### src/rtl/shp_pkg.sv
package shp_pkg;

  localparam int IW  = 16;
  localparam int RFW = 4;
  localparam int OPW = 4;

  typedef enum logic [OPW-1:0] {
    OP_NOP = 4'd0,
    OP_ADD = 4'd1,
    OP_LDR = 4'd2
  } op_e;

  typedef struct packed {
    logic [OPW-1:0] op;
    logic [RFW-1:0] rd;
    logic [RFW-1:0] rn;
    logic [RFW-1:0] rm;
  } instr_t;

  localparam instr_t BUBBLE = '0;

  function automatic logic is_load(instr_t i);
    return i.op == OP_LDR;
  endfunction

  function automatic logic is_add(instr_t i);
    return i.op == OP_ADD;
  endfunction

  function automatic logic writes_reg(instr_t i);
    return is_load(i) || is_add(i);
  endfunction

  function automatic logic [31:0] reg_seed(int idx, int base, int step);
    return 32'(base + step * idx);
  endfunction

endpackage

### src/rtl/shp_fetch.sv
module shp_fetch
  import shp_pkg::*;
#(
  parameter int AW = 8
) (
  input  logic          clk,
  input  logic          rst,
  input  logic          stall,
  input  logic [IW-1:0] fetch_word,
  output logic [AW-1:0] pc,
  output instr_t        ir_id
);

  always_ff @(posedge clk) begin
    if (rst) begin
      pc    <= '0;
      ir_id <= BUBBLE;
    end else if (stall) begin
      ir_id <= BUBBLE;
    end else begin
      pc    <= pc + AW'(1);
      ir_id <= instr_t'(fetch_word);
    end
  end

endmodule

### src/rtl/shp_regfile.sv
module shp_regfile
  import shp_pkg::*;
#(
  parameter int DW       = 16,
  parameter int NREG     = 16,
  parameter int RST_BASE = 32,
  parameter int RST_STEP = 8
) (
  input  logic           clk,
  input  logic           rst,
  input  logic [RFW-1:0] rsel_a,
  input  logic [RFW-1:0] rsel_b,
  output logic [DW-1:0]  rval_a,
  output logic [DW-1:0]  rval_b,
  input  logic           wen,
  input  logic [RFW-1:0] wsel,
  input  logic [DW-1:0]  wval,
  input  logic [RFW-1:0] dsel,
  output logic [DW-1:0]  dval
);

  logic [DW-1:0] regs [NREG];

  always_ff @(posedge clk) begin
    for (int k = 0; k < NREG; k++) begin
      if (rst)
        regs[k] <= DW'(reg_seed(k, RST_BASE, RST_STEP));
      else if (wen && (wsel == RFW'(k)))
        regs[k] <= wval;
    end
  end

  assign rval_a = regs[rsel_a];
  assign rval_b = regs[rsel_b];
  assign dval   = regs[dsel];

endmodule

### src/rtl/shp_busarb.sv
module shp_busarb #(
  parameter int AW = 8
) (
  input  logic          rst,
  input  logic          mem_load,
  input  logic [AW-1:0] data_addr,
  input  logic [AW-1:0] pc,
  output logic          fetch_req,
  output logic          load_req,
  output logic [AW-1:0] addr,
  output logic          rd,
  output logic          is_data
);

  always_comb begin
    load_req  = !rst && mem_load;
    fetch_req = !rst && !mem_load;
    addr      = mem_load ? data_addr : pc;
    rd        = load_req || fetch_req;
    is_data   = load_req;
  end

endmodule

### src/rtl/shbus_pipe.sv
module shbus_pipe
  import shp_pkg::*;
#(
  parameter int AW       = 8,
  parameter int DW       = 16,
  parameter int RST_BASE = 32,
  parameter int RST_STEP = 8
) (
  input  logic           clk,
  input  logic           rst,
  output logic [AW-1:0]  mem_addr,
  output logic           mem_rd,
  output logic           mem_is_data,
  input  logic [DW-1:0]  mem_rdata,
  input  logic [RFW-1:0] dbg_idx,
  output logic [DW-1:0]  dbg_val
);

  localparam int NREG = 1 << RFW;

  function automatic logic [DW-1:0] op_sum(logic [DW-1:0] a, logic [DW-1:0] b);
    return a + b;
  endfunction

  // stage instruction registers
  instr_t ir_id, ir_ex, ir_mem, ir_wb;

  // datapath registers
  logic [DW-1:0] opa_ex, opb_ex;
  logic [DW-1:0] alu_mem, alu_wb;
  logic [AW-1:0] dmar;
  logic [DW-1:0] lmdr;

  // named internal events
  logic          stall, fetch_req, load_req, mem_load;
  logic [AW-1:0] pc;
  logic [DW-1:0] rf_a, rf_b;
  logic          wb_we;
  logic [DW-1:0] wb_val;
  logic [DW-1:0] ex_sum;

  assign mem_load = is_load(ir_mem);
  assign stall    = mem_load;
  assign ex_sum   = op_sum(opa_ex, opb_ex);

  shp_fetch #(.AW(AW)) u_fetch (
    .clk        (clk),
    .rst        (rst),
    .stall      (stall),
    .fetch_word (mem_rdata[IW-1:0]),
    .pc         (pc),
    .ir_id      (ir_id)
  );

  shp_busarb #(.AW(AW)) u_arb (
    .rst       (rst),
    .mem_load  (mem_load),
    .data_addr (dmar),
    .pc        (pc),
    .fetch_req (fetch_req),
    .load_req  (load_req),
    .addr      (mem_addr),
    .rd        (mem_rd),
    .is_data   (mem_is_data)
  );

  shp_regfile #(
    .DW       (DW),
    .NREG     (NREG),
    .RST_BASE (RST_BASE),
    .RST_STEP (RST_STEP)
  ) u_rf (
    .clk    (clk),
    .rst    (rst),
    .rsel_a (ir_id.rn),
    .rsel_b (ir_id.rm),
    .rval_a (rf_a),
    .rval_b (rf_b),
    .wen    (wb_we),
    .wsel   (ir_wb.rd),
    .wval   (wb_val),
    .dsel   (dbg_idx),
    .dval   (dbg_val)
  );

  // ID -> EX: both operands read regardless of opcode
  always_ff @(posedge clk) begin
    if (rst) begin
      ir_ex  <= BUBBLE;
      opa_ex <= '0;
      opb_ex <= '0;
    end else begin
      ir_ex  <= ir_id;
      opa_ex <= rf_a;
      opb_ex <= rf_b;
    end
  end

  // EX -> MEM: sum goes to ALU output and data address register
  always_ff @(posedge clk) begin
    if (rst) begin
      ir_mem  <= BUBBLE;
      alu_mem <= '0;
      dmar    <= '0;
    end else begin
      ir_mem  <= ir_ex;
      alu_mem <= ex_sum;
      dmar    <= ex_sum[AW-1:0];
    end
  end

  // MEM -> WB: capture load data in the same cycle as the request
  always_ff @(posedge clk) begin
    if (rst) begin
      ir_wb  <= BUBBLE;
      alu_wb <= '0;
      lmdr   <= '0;
    end else begin
      ir_wb  <= ir_mem;
      alu_wb <= alu_mem;
      if (mem_load)
        lmdr <= mem_rdata;
    end
  end

  // WB source select
  assign wb_we  = writes_reg(ir_wb);
  assign wb_val = is_load(ir_wb) ? lmdr : alu_wb;

  bind shbus_pipe shp_chk #(.AW(AW)) u_chk (
    .clk       (clk),
    .rst       (rst),
    .fetch_req (fetch_req),
    .load_req  (load_req),
    .mem_rd    (mem_rd),
    .pc        (pc),
    .id_word   (ir_id),
    .wb_word   (ir_wb),
    .wb_we     (wb_we)
  );

endmodule

### src/rtl/shp_chk.sv
module shp_chk
  import shp_pkg::*;
#(
  parameter int AW = 8
) (
  input logic          clk,
  input logic          rst,
  input logic          fetch_req,
  input logic          load_req,
  input logic          mem_rd,
  input logic [AW-1:0] pc,
  input instr_t        id_word,
  input instr_t        wb_word,
  input logic          wb_we
);

  AST_BUS_EXCLUSIVE: assert property (@(posedge clk) disable iff (rst)
    !(fetch_req && load_req));

  AST_PORT_ALWAYS_BUSY: assert property (@(posedge clk) disable iff (rst)
    mem_rd);

  AST_FETCH_ADVANCES: assert property (@(posedge clk) disable iff (rst)
    fetch_req |=> pc == $past(pc) + AW'(1));

  AST_STALL_HOLDS_PC: assert property (@(posedge clk) disable iff (rst)
    load_req |=> pc == $past(pc));

  AST_BUBBLE_INTO_ID: assert property (@(posedge clk) disable iff (rst)
    load_req |=> id_word == BUBBLE);

  AST_LOAD_REACHES_WB: assert property (@(posedge clk) disable iff (rst)
    load_req |=> (wb_word.op == OP_LDR) && wb_we);

  AST_NOP_NO_WRITE: assert property (@(posedge clk) disable iff (rst)
    (wb_word.op != OP_LDR && wb_word.op != OP_ADD) |-> !wb_we);

endmodule

### config.mk
export PLATFORM = sky130hd
export DESIGN_NAME = shbus_pipe
export DESIGN_NICKNAME = d
export VERILOG_FILES = /design/src/rtl/shp_pkg.sv /design/src/rtl/shp_fetch.sv /design/src/rtl/shp_regfile.sv /design/src/rtl/shp_busarb.sv /design/src/rtl/shbus_pipe.sv /design/src/rtl/shp_chk.sv
export SDC_FILE = /design/constraint.sdc
export NUM_CORES = 1
export LEC_CHECK = 0
export ABC_CLOCK_PERIOD_IN_PS = 6000
export BUFFER_PORTS_ARGS = -buffer_cell sky130_fd_sc_hd__clkbuf_2
export CAP_MARGIN = 25
export CORE_UTILIZATION = 40
export CTS_BUF_LIST = sky130_fd_sc_hd__clkbuf_2 sky130_fd_sc_hd__clkbuf_4 sky130_fd_sc_hd__clkbuf_8
export DETAILED_ROUTE_END_ITERATION = 8
export PLACE_DENSITY = 0.55
export SLEW_MARGIN = 20
export SYNTH_ARGS = -nofsm -noshare
export SYNTH_HDL_FRONTEND = slang
export SYNTH_SLANG_ARGS = --single-unit
### constraint.sdc
create_clock -name clk -period 6 [get_ports clk]
set_input_delay 1.8 -clock clk [delete_from_list [all_inputs] [get_ports clk]]
set_output_delay 1.8 -clock clk [all_outputs]
set_load 0.005 [all_outputs]
* Word level (Yosys, flattened, before mapping)
Memory sizes are Yosys's and may differ from the RTL's. A register that Yosys moved wholly into a read port is not among the register bits.
Cells that the tools add are included.
** Operators by class
- $add $sub $neg :: 2
- Eq/ne operators :: 18
- Muxes and demuxes :: 68
- Bitwise operators :: 16
- Reductions and logical operators :: 24
** Operator list (count)
- $mux 16 :: 17
- $mux 1 :: 50
- $eq 4x4->1 const B :: 8
- $logic_and 1x1->1 :: 18
- $add 16x16->16 :: 1
- $eq 4x2->1 const B :: 4
- $eq 4x3->1 const B :: 4
- $or 1x1->1 :: 16
- $add 8x1->8 const B :: 1
- $eq 4x1->1 const B :: 2
- $mux 8 :: 1
- $logic_not 4->1 :: 1
- $logic_not 1->1 :: 2
- $logic_or 1x1->1 :: 2
- $reduce_or 2->1 :: 1
** Word-level totals
- Bits in registers :: 104
- Bits in writable memories :: 256
- Input bits :: 22
- Output and inout port bits :: 26
- Word-level logic and storage cells :: 144
- Memories :: 1
** Memory list
- u_rf.regs :: words 16, bits a word 16, rd ports 3, clocked after memory_dff 2, wr ports 16, line shp_regfile.sv:22 : logic [DW-1:0] regs [NREG];

* Logic depth before layout (Yosys ltp)
- Depth after elaboration :: 7
- Gate-level depth with buffers :: 7
- Gate-level depth less buffers :: 7

* Hierarchy
From an unflattened synthesis, not the netlist that was laid out.
** Unflattened totals
- Cells, all modules :: 1470
- Area, all modules :: 20091.8 sq um
** Modules (own cells, without submodules)
- shp_regfile :: instances 1, cells each 1013, area an instance 15305.9 sq um, sequential area each 7687.4 sq um
- shbus_pipe :: instances 1, cells each 372, area an instance 3841.2 sq um, sequential area each 2082.0 sq um
- shp_fetch :: instances 1, cells each 72, area an instance 792.0 sq um, sequential area each 480.5 sq um
- shp_busarb :: instances 1, cells each 13, area an instance 152.6 sq um, sequential area each 0.0 sq um

* Worst setup path before layout
Ideal clock, no wire load.
- Kind :: input to output
- From :: input port dbg_idx[0]
- To :: output port dbg_val[0]
- Arrival time :: 3306 ps
- Data required time :: 4200 ps
- Slack :: 894 ps
- Cell stages on the path :: 4
- Buffers on the path :: 2
- Cell sequence :: buf_2 buf_2 mux4_2 mux4_2
** On the way
- Longest elaborated chain between the ends :: 1
** Ends and longest elaborated chain
- start: declaration :: line shbus_pipe.sv:15 : input logic [RFW-1:0] dbg_idx,
- $mem_v2 16x16
- end: declaration :: line shbus_pipe.sv:16 : output logic [DW-1:0] dbg_val
Every way passes these cells.

* Final worst setup path
- From :: input port dbg_idx[0]
- To :: output port dbg_val[5]
The elaborated chain is that of the path after synthesis.

==> flow_summary_export.csv <==
group,metric,value,unit
run_status,status,"completed",
clock_network,cts_sinks,384,
sta,slew_headroom,22.8,%
finish,drive_gt1_share,31.9,%
logic_synthesis,post_synth.cell_area_avg,14.0,sq um
routing,avgViaCountPerCell,6.18,
finish,seqCellArea,0.0103,sq mm
logic_synthesis,seq_area_frac_synth,52.2,%
die,die_h,223,um
sta,rsz0062_at_grt,"no",
grt,grt_overflow,0,
power,leakage,0.00734,uW
clock_network,ctsResizeCount,0,
logic_synthesis,synth-edff-count,256,
clock_network,cts_hold_buf,0,
placement,numPortBuffers,47,
run,drv_cap,0,
clock_network,cts.path.max_buffers,3,
sta,clock.fmax,187,MHz
grt,grt_max_degree,74,
grt,grt_pass1_vias,13169,
sta,hold_violations,0,
sta,period_share,89.2,%
logic_synthesis,synth_top_area_share,39.2,%
clock_network,clk_latency,640,ps
die,core_area,0.0480,sq mm
logic_synthesis,yosysTopAreaCell,"edfxtp_1",
finish,area_delta_synth_final,12.5,%
sta,setup_viol,0,
finish,multi_input_area,0.00892,sq mm
finish,fillers,4300,
sta,setup_tns,0,ps
worst_setup_path,path_class,"input pin to primary output",
hold_path,hold_path.class,"flip-flop to flip-flop",
die,io_pins,48,
clock_network,postCtsSetupRepairBufs,0,
grt,track_usage,25.0,%
clock_network,numCtsBuffers,67,
placement,place.gp.congestion,0.871,
logic_synthesis,yosys.cell_types.count,53,
logic_synthesis,synth-seq-cells,384,
routing,wl_per_cell,28.7,um
worst_setup_path,start_kind,"input pin",
logic_synthesis,async_flop_share,0,%
routing,drcViolationCount,0,
sta,final.min_clock_period,5350,ps
worst_setup_path,cp.required,4200,ps
routing,drt-initial-drc-count,1435,
die,rows,80,
routing,first_pass_iters,7,
die,die_w,223,um
routing,drtAntennaViolNets,0,
logic_synthesis,yosys_warnings,0,
grt,grt_antenna_before_repair,0,
routing,routed_wl,60700,um
worst_setup_path,crit_arrival,3550,ps
clock_network,htree_num_levels,3,
logic_synthesis,syn-num-nets,1436,
clock_network,root_buffer,"clkbuf_8",
logic_synthesis,synth_ff_type,"edfxtp_1",
power,ir_drop,149,uV
die,die_area,0.0499,sq mm
worst_setup_path,critPathCaptureType,"primary output",
sta,fin_worst_skew,26.8,ps
clock_network,cts_tree,"done",
routing,vias,13051,
logic_synthesis,syn_inst,1397,
placement,dp_hpwl,37900,um
finish,final_nets,1485,
die,start_util,40.8,%
finish,antenna_cells,0,
logic_synthesis,synthTopCellsByArea,"edfxtp_1 39%, mux4_2 27%, dfxtp_1 13%",
sta,tightestPinTransition,1160,ps
clock_network,clkTransAtPathRegs,60,ps
sta,slew_viol_final,0,
power,p_per_area,286,mW/mm^2
logic_synthesis,synth_area,0.0196,sq mm
grt,grt_pass1_wl,89200,um
worst_setup_path,cp_max_fo,24,
finish,final_util,45.9,%
[critical path, cell delays in order]
cell and delay [ps]:
buf_4 260, buf_12 260, mux4_2 530, mux4_2 530
clkbuf_2 140
[routing by layer]
layer / part of all wire [%] / track usage, % / vias up
li1: - / - / 5436
met1: 39 / 32.4 / 6733
met2: 48 / 40.6 / 718
met3: 8.1 / 5.27 / 164
met4: 4.1 / 10.7 / 0
met5: 0 / 0 / -
[registers in the layout, indices dropped and copies added, names as in the netlist]
name / cells
alu_mem: 16
opb_ex: 16
u_fetch.pc: 8
u_fetch.ir_id: 16
opa_ex: 16
ir_mem: 8
alu_wb: 16
ir_ex: 8
u_rf.regs: 256
ir_wb: 8
lmdr: 16
[logic make-up after synthesis]
kind of cell / count (synthesis) / synth area share, %
adders and majority gates: 17 / 1.12
DFF: 384 / 52.2
muxes: 260 / 28.6
AOI/OAI and AO/OA: 71 / 2.14
buffers and inverters: 118 / 2.91
xor gates and xnor gates: 13 / 0.580
and+or+nand+nor: 534 / 12.4
[layout by cell type (no fill, tap or decap), drive strengths merged, types with 2 or more instances in the layout]
cell type,n
nand2,128
mux4,240
o21ai,20
nor3,7
mux2i,18
a211oi,4
a21oi,29
nand4,5
buf,52
edfxtp,256
or3,4
nor2b,46
o21a,2
dfxtp,128
clkinv,12
clkbuf,146
xor2,8
nor4b,4
inv,5
nor2,254
nand2b,5
and3,22
a31oi,3
and2,33
o211a,2
mux2,2
xnor2,5
ha,16
bufinv,3
o21bai,2
nand3,12
nor3b,8
nand3b,3
[where the power goes]
part / total [uW] / switching [uW] / internal [uW]
Sequential: 3010 / 84.8 / 2930
Combinational: 728 / 386 / 342
Clock: 2570 / 1120 / 1450
Total: 6310 / 1590 / 4720
[metrics by stage]
stage	hold WS (ps)	total power, uW	setup WS (ps)	instances	cell area (sq um)
2_1_floorplan	414	3540	894	1397	19600
3_3_place_gp	417	3780	683	1987	20600
3_5_place_dp	423	3790	646	1989	20600
4_1_cts	437	6340	644	2110	22000
5_1_grt	449	6510	574	2113	22100
6_report	436	6310	650	2113	22100
[worst paths after layout]
| check | slack (ps) | start | cells past startpoint | to |
|---|---|---|---|---|
| max | 650 | dbg_idx[0] | 5 | dbg_val[5] |
| min | 440 | ir_ex[10] | 1 | ir_mem[10] |
| max reg2reg | 3160 | u_fetch.ir_id[0] | 5 | opb_ex[15] |
| min reg2reg | 440 | ir_ex[10] | 1 | ir_mem[10] |
[cell usage after synthesis, types with 14 or more instances]
cell	count
nor2_1	254
mux4_2	238
o21ai_0	20
edfxtp_1	256
nand2_1	128
buf_6	14
dfxtp_1	128
clkbuf_1	74
buf_2	15
nor2b_1	46
and3_1	22
mux2i_1	18
and2_1	33
ha_1	16
a21oi_1	29
[cell type report]
type	count	area share, %
sequential	384	46.5
multi-input combinational	895	40.4
timing repair buffer	96	3.20
tap	615	3.49
clock buffer	102	5.59
clock inverter	19	0.799
inverter	2	0.0340
Power figures use the tool's default switching activity.
